## config.mk

```make
export PLATFORM = sky130hd
export DESIGN_NAME = dif_run_ctrl
export DESIGN_NICKNAME = d
export VERILOG_FILES = /design/src/rtl/dif_pkg.sv /design/src/rtl/dif_sync.sv /design/src/rtl/dif_decide.sv /design/src/rtl/dif_gate.sv /design/src/rtl/dif_run_ctrl.sv
export SDC_FILE = /design/constraint.sdc
export NUM_CORES = 1
export LEC_CHECK = 0
export ABC_AREA = 1
export BUFFER_PORTS_ARGS = -buffer_cell sky130_fd_sc_hd__buf_2
export CORE_AREA = 2 2 62 64
export CTS_CLUSTER_DIAMETER = 200
export DETAILED_ROUTE_END_ITERATION = 16
export DIE_AREA = 0 0 64 66
export GPL_TIMING_DRIVEN = 0
export PLACE_DENSITY_LB_ADDON = 0.25
export SKIP_LAST_GASP = 1
export SLEW_MARGIN = 20
export SYNTH_ARGS = -nofsm -noshare
export SYNTH_HDL_FRONTEND = slang
export SYNTH_SLANG_ARGS = --single-unit
```

## constraint.sdc

```tcl
create_clock -name clk_i -period 1.1 [get_ports clk_i]
set_input_delay 0.275 -clock clk_i [delete_from_list [all_inputs] [get_ports clk_i]]
set_output_delay 0.275 -clock clk_i [all_outputs]
set_load 0.02 [all_outputs]
```

## src/rtl/dif_pkg.sv

```systemverilog
package dif_pkg;
  typedef enum logic [1:0] {
    MODE_HIZ = 2'd0,
    MODE_DRV = 2'd1,
    MODE_RUN = 2'd2
  } lane_mode_e;
endpackage

```

## src/rtl/dif_sync.sv

```systemverilog
module dif_sync #(
  parameter int unsigned W      = 1,
  parameter int unsigned STAGES = 2,
  parameter logic [W-1:0] RST_VAL = '0
) (
  input  logic         clk_i,
  input  logic         rst_ni,
  input  logic [W-1:0] d_i,
  output logic [W-1:0] q_o
);
  logic [STAGES-1:0][W-1:0] st_q;

  always_ff @(posedge clk_i or negedge rst_ni) begin
    if (!rst_ni) begin
      for (int s = 0; s < STAGES; s++) st_q[s] <= RST_VAL;
    end else begin
      st_q[0] <= d_i;
      for (int s = 1; s < STAGES; s++) st_q[s] <= st_q[s-1];
    end
  end

  assign q_o = st_q[STAGES-1];
endmodule

```

## src/rtl/dif_decide.sv

```systemverilog
module dif_decide #(
  parameter int unsigned N = 8
) (
  input  logic         clk_i,
  input  logic         rst_ni,
  input  logic [N-1:0] pin_s_i,
  input  logic         stop_ns_i,
  input  logic         oe_pol_i,
  input  logic [N-1:0] sw_en_i,
  input  logic [N-1:0] stop_en_i,
  input  logic         park_hiz_i,
  output logic [N-1:0] run_o,
  output logic [N-1:0] drv_o
);
  import dif_pkg::*;

  logic [N-1:0] run_d, drv_d;

  for (genvar n = 0; n < N; n++) begin : g_lane
    lane_mode_e md;
    always_comb begin
      if (!((pin_s_i[n] == oe_pol_i) && sw_en_i[n]))
        md = MODE_HIZ;
      else if (stop_en_i[n] && !stop_ns_i)
        md = park_hiz_i ? MODE_HIZ : MODE_DRV;
      else
        md = MODE_RUN;
    end
    assign run_d[n] = (md == MODE_RUN);
    assign drv_d[n] = (md != MODE_HIZ);
  end

  always_ff @(posedge clk_i or negedge rst_ni) begin
    if (!rst_ni) begin
      run_o <= '0;
      drv_o <= '0;
    end else begin
      run_o <= run_d;
      drv_o <= drv_d;
    end
  end
endmodule

```

## src/rtl/dif_gate.sv

```systemverilog
module dif_gate #(
  parameter int unsigned N = 8
) (
  input  logic         clk_i,
  input  logic         rst_ni,
  input  logic [N-1:0] run_i,
  input  logic [N-1:0] drv_i,
  output logic [N-1:0] true_o,
  output logic [N-1:0] comp_o,
  output logic [N-1:0] drv_o
);
  logic [N-1:0] run_q, drv_q;

  // update while clock is low: no runt pulse on the gated clock
  always_ff @(negedge clk_i or negedge rst_ni) begin
    if (!rst_ni) begin
      run_q <= '0;
      drv_q <= '0;
    end else begin
      run_q <= run_i;
      drv_q <= drv_i;
    end
  end

  assign true_o = {N{clk_i}} & run_q;
  assign comp_o = drv_q & ~true_o;
  assign drv_o  = drv_q;
endmodule

```

## src/rtl/dif_run_ctrl.sv

```systemverilog
module dif_run_ctrl #(
  parameter int unsigned N           = 8,
  parameter int unsigned SYNC_STAGES = 2
) (
  input  logic         clk_i,
  input  logic         rst_ni,
  input  logic [N-1:0] oe_pin_i,
  input  logic         stop_ni,
  input  logic         oe_pol_i,
  input  logic [N-1:0] sw_en_i,
  input  logic [N-1:0] stop_en_i,
  input  logic         park_hiz_i,
  output logic [N-1:0] true_o,
  output logic [N-1:0] comp_o,
  output logic [N-1:0] drv_o
);
  localparam int unsigned SW = N + 1;
  localparam logic [SW-1:0] SYNC_RST = {1'b1, {N{1'b0}}};

  logic [SW-1:0] async_in, sync_out;
  logic [N-1:0]  run_dec, drv_dec;

  assign async_in = {stop_ni, oe_pin_i};

  dif_sync #(.W(SW), .STAGES(SYNC_STAGES), .RST_VAL(SYNC_RST)) u_sync (
    .clk_i (clk_i),
    .rst_ni(rst_ni),
    .d_i   (async_in),
    .q_o   (sync_out)
  );

  dif_decide #(.N(N)) u_decide (
    .clk_i     (clk_i),
    .rst_ni    (rst_ni),
    .pin_s_i   (sync_out[N-1:0]),
    .stop_ns_i (sync_out[N]),
    .oe_pol_i  (oe_pol_i),
    .sw_en_i   (sw_en_i),
    .stop_en_i (stop_en_i),
    .park_hiz_i(park_hiz_i),
    .run_o     (run_dec),
    .drv_o     (drv_dec)
  );

  dif_gate #(.N(N)) u_gate (
    .clk_i (clk_i),
    .rst_ni(rst_ni),
    .run_i (run_dec),
    .drv_i (drv_dec),
    .true_o(true_o),
    .comp_o(comp_o),
    .drv_o (drv_o)
  );
endmodule

```

# == Word-level counts from Yosys, hierarchy flattened ==
# Index checks and enable logic that the tools add are counted.
# totals
inputBits,29
out_inout_bits,24
reg_bits,50
word_cells,67
# op_classes
reduce_logical,25
bitwise_logic,3
n_mux,17
n_eq_ne,16
# op_table
cell,n
two-way mux 2 bit,16
bitwise AND 8 bit,2
"equality test 2 bit, second input constant",8
logical AND 1 bit,16
nonzero test 2 bit,8
equality test 1 bit,8
inverter 8 bit,1
logical NOT 1 bit,1
two-way mux 1 bit,1

# == Longest topological paths before layout ==
# Gate-level depths: netlist of run 1.
# depth
word_depth,5
ltp_mapped,6
mapped_depth_nobuf,5

# == Cells and area by module ==
# A second synthesis of run 1 with hierarchy kept.
# hier_totals
hier_cells,169
area_unflattened_um2,1883.1
# modules_own_cells
mod,area_each_um2,seq_area_each_um2,n_inst,cells_per_inst
dif_decide,778.2,400.4,1,92
dif_gate,584.3,400.4,1,50
dif_sync,520.5,452.9,1,27

==> flow_summary_export.csv, run 1 <==
group,metric,value,unit
power,p_switching,1.48,mW
floorplan,core_outline_area,0.00355,mm²
routing,routedWlPerCell,13.3,µm
global_route,grt_antenna_before_repair,0,
power,design_power_total,5.04,mW
synthesis,netlist-cell-type-count,12,
global_route,grt_pass1_vias,1701,
synthesis,share_of_the_yosys_chip_area_belonging_to_registers,73.6,%
sta,layout_setup_ws,-1050,ps
clocking,cts_hold_buf,9,
sta,tightest_slew,586,ps
synthesis,yosys.area.top_type_share,47.0,%
floorplan,die_height,66,µm
critical_path,timing.critical_path.to_type,"primary output",
critical_path,worst_setup_path_startpoint,"u_gate.run_q[6]",
routing,wirelength,4080,µm
routing,ant_nets,0,
global_route,grt_first_pass_wirelength,6150,µm
finish,drive_gt1_share,49.4,%
synthesis,synth.net_count,188,
critical_path,worst-path-max-fanout,2,
power,vdd_ir_drop_max,1.38,mV
synthesis,postSynth.topFlopCell,"dfrtp_1",
floorplan,floorplan.io_pins,53,
power,sw_frac_of_total,29.4,%
synthesis,yosysWarnings,0,
synthesis,synth_area,0.00170,mm²
routing,via_count,1393,
global_route,overflow,0,
sta,slew_violations,0,
sta,timing.clock.skew,7.44,ps
routing,drc,0,
power,sequential_power_share,40.0,%
global_route,pin_count_of_the_biggest_net_entering_global_routing,51,
synthesis,synth-async-reset-ratio,100,%
synthesis,post-synth-top-area-cell,"dfrtp_1",
synthesis,ys_ff_latch,50,
routing,detail_route.iter0.violations,46,
power,cellLeakagePower,1.57,nW
critical_path,timing.critical_path.required,820,ps
synthesis,synth.cells.most_frequent,"nand2_1 (45), inv_1 (34), dfrtp_1 (32)",
power,clock_power_share,53.1,%
floorplan,die_w,64,µm
synthesis,synth_edf_count,0,
min_path,timing.hold.worst.class,"in -> async",
power,internal-power,3.56,mW
floorplan,fp_rows,22,
sta,timing.final.hold_violations,32,
finish,util_after_layout,78.3,%
critical_path,reg2regPathDepth,0,
status,run_status,"complete, but fails checks",
critical_path,crit_type,"reg -> out",
run,drv_cap,0,
routing,first_pass_iters,4,
synthesis,post_synth.cell_area_avg,10.7,µm²
status,violations_in_the_final_reports,"hold timing, setup timing",
place,dp_cells,258,
critical_path,critPathArrivalTime,1880,ps
sta,relSlewSlack,60.9,%
sta,worst_hold_slack,-191,ps
critical_path,critical_path.reg2reg.startpoint,"u_decide.run_o[3]",
sta,grt_setup_unrepaired,"true",
clocking,cts_tree,"built",
critical_path,ff2ff_setup_slack,0,ps
clocking,clk_latency,460,ps
place,gp_congestion,0.799,
critical_path,reg2reg_capture_point,"u_gate.run_q[3]",
sta,finalSetupViolations,40,
clocking,clock_pin_slew_reported_for_the_worst_setup_and_hold_paths_after_clock_tree_synthesis,130,ps
place,hpwlAfterDp,1810,µm
synthesis,synthesis.instances,159,
floorplan,initial_utilization,48.0,%
synthesis,synthTopCellsByArea,"dfrtp_1 (47%), dfrtn_1 (23%), nand2_1 (9.9%)",
floorplan,fp.dieArea,0.00422,mm²
power,power-per-cell-area,1810,mW/mm²
place,port_buffers,51,
routing,viasPerCell,4.54,
sta,timing.setup.tns,-22550,ps
synthesis,synthMostInstantiatedCell,"nand2_1",
finish,antenna-diode-count,0,
finish,final_design_area_no_fill,0.00278,mm²
finish,finalNetCount,286,
place,placement.cell_area,0.00208,mm²
finish,post_layout_nonfiller_instances,307,
place,pre_cts_ws,-548,ps
finish,area_growth,63.2,%
critical_path,timing.critical_path.from_type,"register",
global_route,track_usage,20.9,%
power,power.combinational.fraction,6.9,%
==> cells in the final DEF (no fill, tap or decap), types with 2 or more instances in the layout <==
cell,Yosys,layout
buf_2,1,26
buf_4,0,6
buf_6,1,32
buf_8,0,8
clkbuf_16,0,2
clkbuf_4,0,7
clkbuf_8,0,3
dfrtn_1,16,16
dfrtp_1,32,32
dfstp_2,2,2
dlygate4sd3_1,0,9
inv_1,34,18
inv_2,0,13
inv_4,0,10
nand2_1,45,37
nand2_2,0,8
nand3_1,14,14
nor2_1,11,3
nor2_4,0,8
==> critical path, stage by stage (launching register included) <==
cell	delay [ps]
dfrtn_1	430
nand2_2	100
buf_8	140
inv_4	50
nor2_4	30
buf_6	120
==> repair_timing <==
item                                   CTS  global route
gates resized for setup                 70            32
endpoints found under the hold margin   41            32
pin swaps                               15             8
buffers inserted                         1             3
setup endpoints to repair               56            47
==> final cells by class <==
| cell class | instances | area [µm²] |
|---|---|---|
| buffer | 1 | 11.3 |
| clock buffer | 45 | 534 |
| clock inverter | 16 | 90.1 |
| fill | 216 | 769 |
| inverter | 27 | 109 |
| multi-input combinational | 72 | 375 |
| sequential | 50 | 1250 |
| tap | 48 | 60.1 |
| timing repair buffer | 48 | 348 |
==> how the worst max path moves through the flow <==
stage	endpoint	slack, ps	depth (start not counted)
after floorplan	comp_o[0]	-430	2
after global placement	u_gate.drv_o[3]	-540	1
after detailed placement	u_gate.run_q[3]	-550	1
after CTS	comp_o[5]	-1020	5
after global routing	comp_o[6]	-1120	5
final	comp_o[6]	-1050	5
==> kinds of logic (layout without fill, tap and decap cells) <==
| logic type | after synthesis | count (layout) | synth area share [%] |
|---|---|---|---|
| flip-flops | 50 | 50 | 73.6 |
| AND/OR/NAND/NOR | 72 | 72 | 17.3 |
| buffers and inverters | 37 | 137 | 9.10 |
==> layer usage <==
layer  part of all wire [%]  global-route usage, %  up-vias
met5                      0                      0        -
met4                    7.2                   30.7        0
met3                    7.5                   15.2       34
met2                     52                   28.9       76
met1                     33                   15.2      628
li1                       -                      -      655
==> registers in the layout, summed over array words and instances (netlist names) <==
name,count
u_decide.run_o,8
u_sync.st_q,9
u_gate.run_q,8
u_gate.drv_o,8
u_decide.drv_o,8
u_sync.q_o,9
==> power by group through the flow <==
stage / Sequential, mW / Clock, mW / Combinational [mW]
final: 2.02 / 2.68 / 0.346
after global placement: 2.03 / 0.442 / 0.264
after CTS: 2.01 / 2.52 / 0.325
after detailed placement: 2.04 / 0.442 / 0.271
after floorplan: 2.06 / 0.363 / 0.109
after global routing: 2.03 / 2.88 / 0.387
(Power assumes the default switching activity.)
==> inputs of run 2 (changes only) <==
==> constraint.sdc (replaced) <==
create_clock -name clk_i -period 2.2 [get_ports clk_i]
set_input_delay 0.55 -clock clk_i [delete_from_list [all_inputs] [get_ports clk_i]]
set_output_delay 0.55 -clock clk_i [all_outputs]
set_load 0.02 [all_outputs]
==> run 2 against run 1 <==
Net effect: the run ends with setup timing left; count of clock-buffer cells in the layout is the same; clock skew is essentially flat; cell count shrank 2.9%; combinational power shrank 53%; power shrank 50%; via count shrank 2.4%; critical path type unchanged; critical endpoint unchanged; largest cell class unchanged; largest power group unchanged.
==> flow_summary_export.csv, run 2 (synthesis gave the netlist of run 1 again) <==
group,metric,value,unit
status,run_status,"complete, but fails checks",
status,violations_in_the_final_reports,"setup timing",
sta,layout_setup_ws,-780,ps
finish,drive_gt1_share,51.2,%
clocking,clock_pin_slew_reported_for_the_worst_setup_and_hold_paths_after_clock_tree_synthesis,130,ps
routing,drc,0,
critical_path,timing.critical_path.required,1650,ps
critical_path,crit_type,"reg -> out",
sta,timing.clock.skew,7.45,ps
sta,slew_violations,0,
critical_path,timing.critical_path.to_type,"primary output",
finish,antenna-diode-count,0,
global_route,pin_count_of_the_biggest_net_entering_global_routing,51,
finish,layout_commonest_cell,"nand2_1",
power,design_power_total,2.51,mW
floorplan,die_w,64,µm
finish,top_library_cells_by_usage_in_the_layout_fill_and_taps_aside,"nand2_1 (37), buf_6 (32), dfrtp_1 (32)",
clocking,clk_latency,460,ps
global_route,track_usage,20.4,%
sta,finalSetupViolations,40,
place,dp_cells,258,
finish,post_layout_nonfiller_instances,298,
min_path,timing.hold.worst.class,"in -> async",
critical_path,critPathArrivalTime,2430,ps
global_route,grt_first_pass_wirelength,6020,µm
floorplan,fp_rows,22,
finish,multi_input_area,375,µm²
floorplan,fp.dieArea,0.00422,mm²
critical_path,timing.critical_path.from_type,"register",
critical_path,reg2regPathDepth,0,
routing,ant_nets,0,
global_route,overflow,0,
run,drv_cap,0,
power,vdd_ir_drop_max,0.683,mV
finish,finalNetCount,277,
routing,first_pass_iters,4,
routing,detail_route.iter0.violations,34,
finish,area_growth,57.9,%
routing,via_count,1360,
power,cellLeakagePower,1.53,nW
floorplan,initial_utilization,48.0,%
place,hpwlAfterDp,1810,µm
place,gp_congestion,0.799,
floorplan,floorplan.io_pins,53,
critical_path,worst-path-max-fanout,2,
global_route,grt_pass1_vias,1650,
power,power-per-cell-area,933,mW/mm²
routing,viasPerCell,4.56,
finish,regArea,0.00125,mm²
sta,tightest_slew,588,ps
global_route,grt_antenna_before_repair,0,
sta,relSlewSlack,60.8,%
clocking,cts_tree,"built",
floorplan,core_outline_area,0.00355,mm²
routing,wirelength,4010,µm
finish,filler_cell_count,230,
place,port_buffers,51,
sta,grt_setup_unrepaired,"true",
clocking,cts_hold_buf,0,
critical_path,ff2ff_setup_slack,560,ps
sta,timing.final.hold_violations,0,
floorplan,die_height,66,µm
routing,routedWlPerCell,13.5,µm
==> run 2: changes by cell type in the layout (fill, tap and decap cells not counted), sizes merged <==
cell         delta
dlygate4sd3     -9
==> run 2: final cells by class <==
cell class              instances  share of cell area [%]
flip-flops and latches         50                    46.6
clock buffers                  45                    19.9
inverters                      27                    4.04
multi-input cells              72                    13.9
repair buffers                 39                    9.58
well taps                      48                    2.23
clock inverters                16                    3.35
plain buffers                   1                   0.418
==> run 2: per-layer routing <==
layer / vias up / track usage (%) / share of wire (%) / routed length [µm]
met5: - / 0 / 0 / 0
met4: 0 / 30.7 / 6.2 / 250
met3: 29 / 15.2 / 7.9 / 317
met2: 74 / 27.3 / 53 / 2140
met1: 622 / 15.2 / 33 / 1300
li1: 635 / - / - / -
==> run 2: timing repair <==
item,4_1_cts,5_1_grt
gates resized for setup,69,32
pin swaps,15,8
setup endpoints to repair,40,40
buffers inserted,1,3
gates cloned,0,0
==> run 2: path summary, 6_finish.rpt <==
path	start	endpoint
setup reg to reg	u_decide.run_o[3]	u_gate.run_q[3]
hold reg to reg	u_sync.st_q[5]	u_sync.q_o[5]
setup / recovery	u_gate.run_q[6]	comp_o[6]
max in group asynchronous	rst_ni	u_gate.drv_o[0]
min in group clk_i	stop_ni	u_sync.st_q[8]
hold / removal	rst_ni	u_sync.st_q[1]
==> run 2: worst max-delay path, stage by stage (launching register included) <==
cell and delay, ps:
dfrtn_1 430, nand2_2 100, buf_8 140, inv_4 60, nor2_4 40, buf_6 120
==> run 2: power by group <==
group / total [mW] / switching [mW] / leakage (nW) / internal [mW]
clock: 1.34 / 0.620 / 0.429 / 0.721
sequential: 1.01 / 0.0286 / 0.625 / 0.981
combinational: 0.161 / 0.0930 / 0.478 / 0.0678
==> run 2: through the flow <==
step           instance area [µm²]  setup TNS (ps)  utilization, %  setup WS, ps  hold slack [ps]
2_1_floorplan                 1760           -1270               -          -159              254
3_5_place_dp                  2080           -6150            58.6          -273              336
3_3_place_gp                  2080           -6000            58.6          -270              332
5_1_grt                       2690          -17400            75.8          -844              101
6_report                      2690          -15980            75.8          -780             84.0
4_1_cts                       2600          -15500            73.3          -746              150
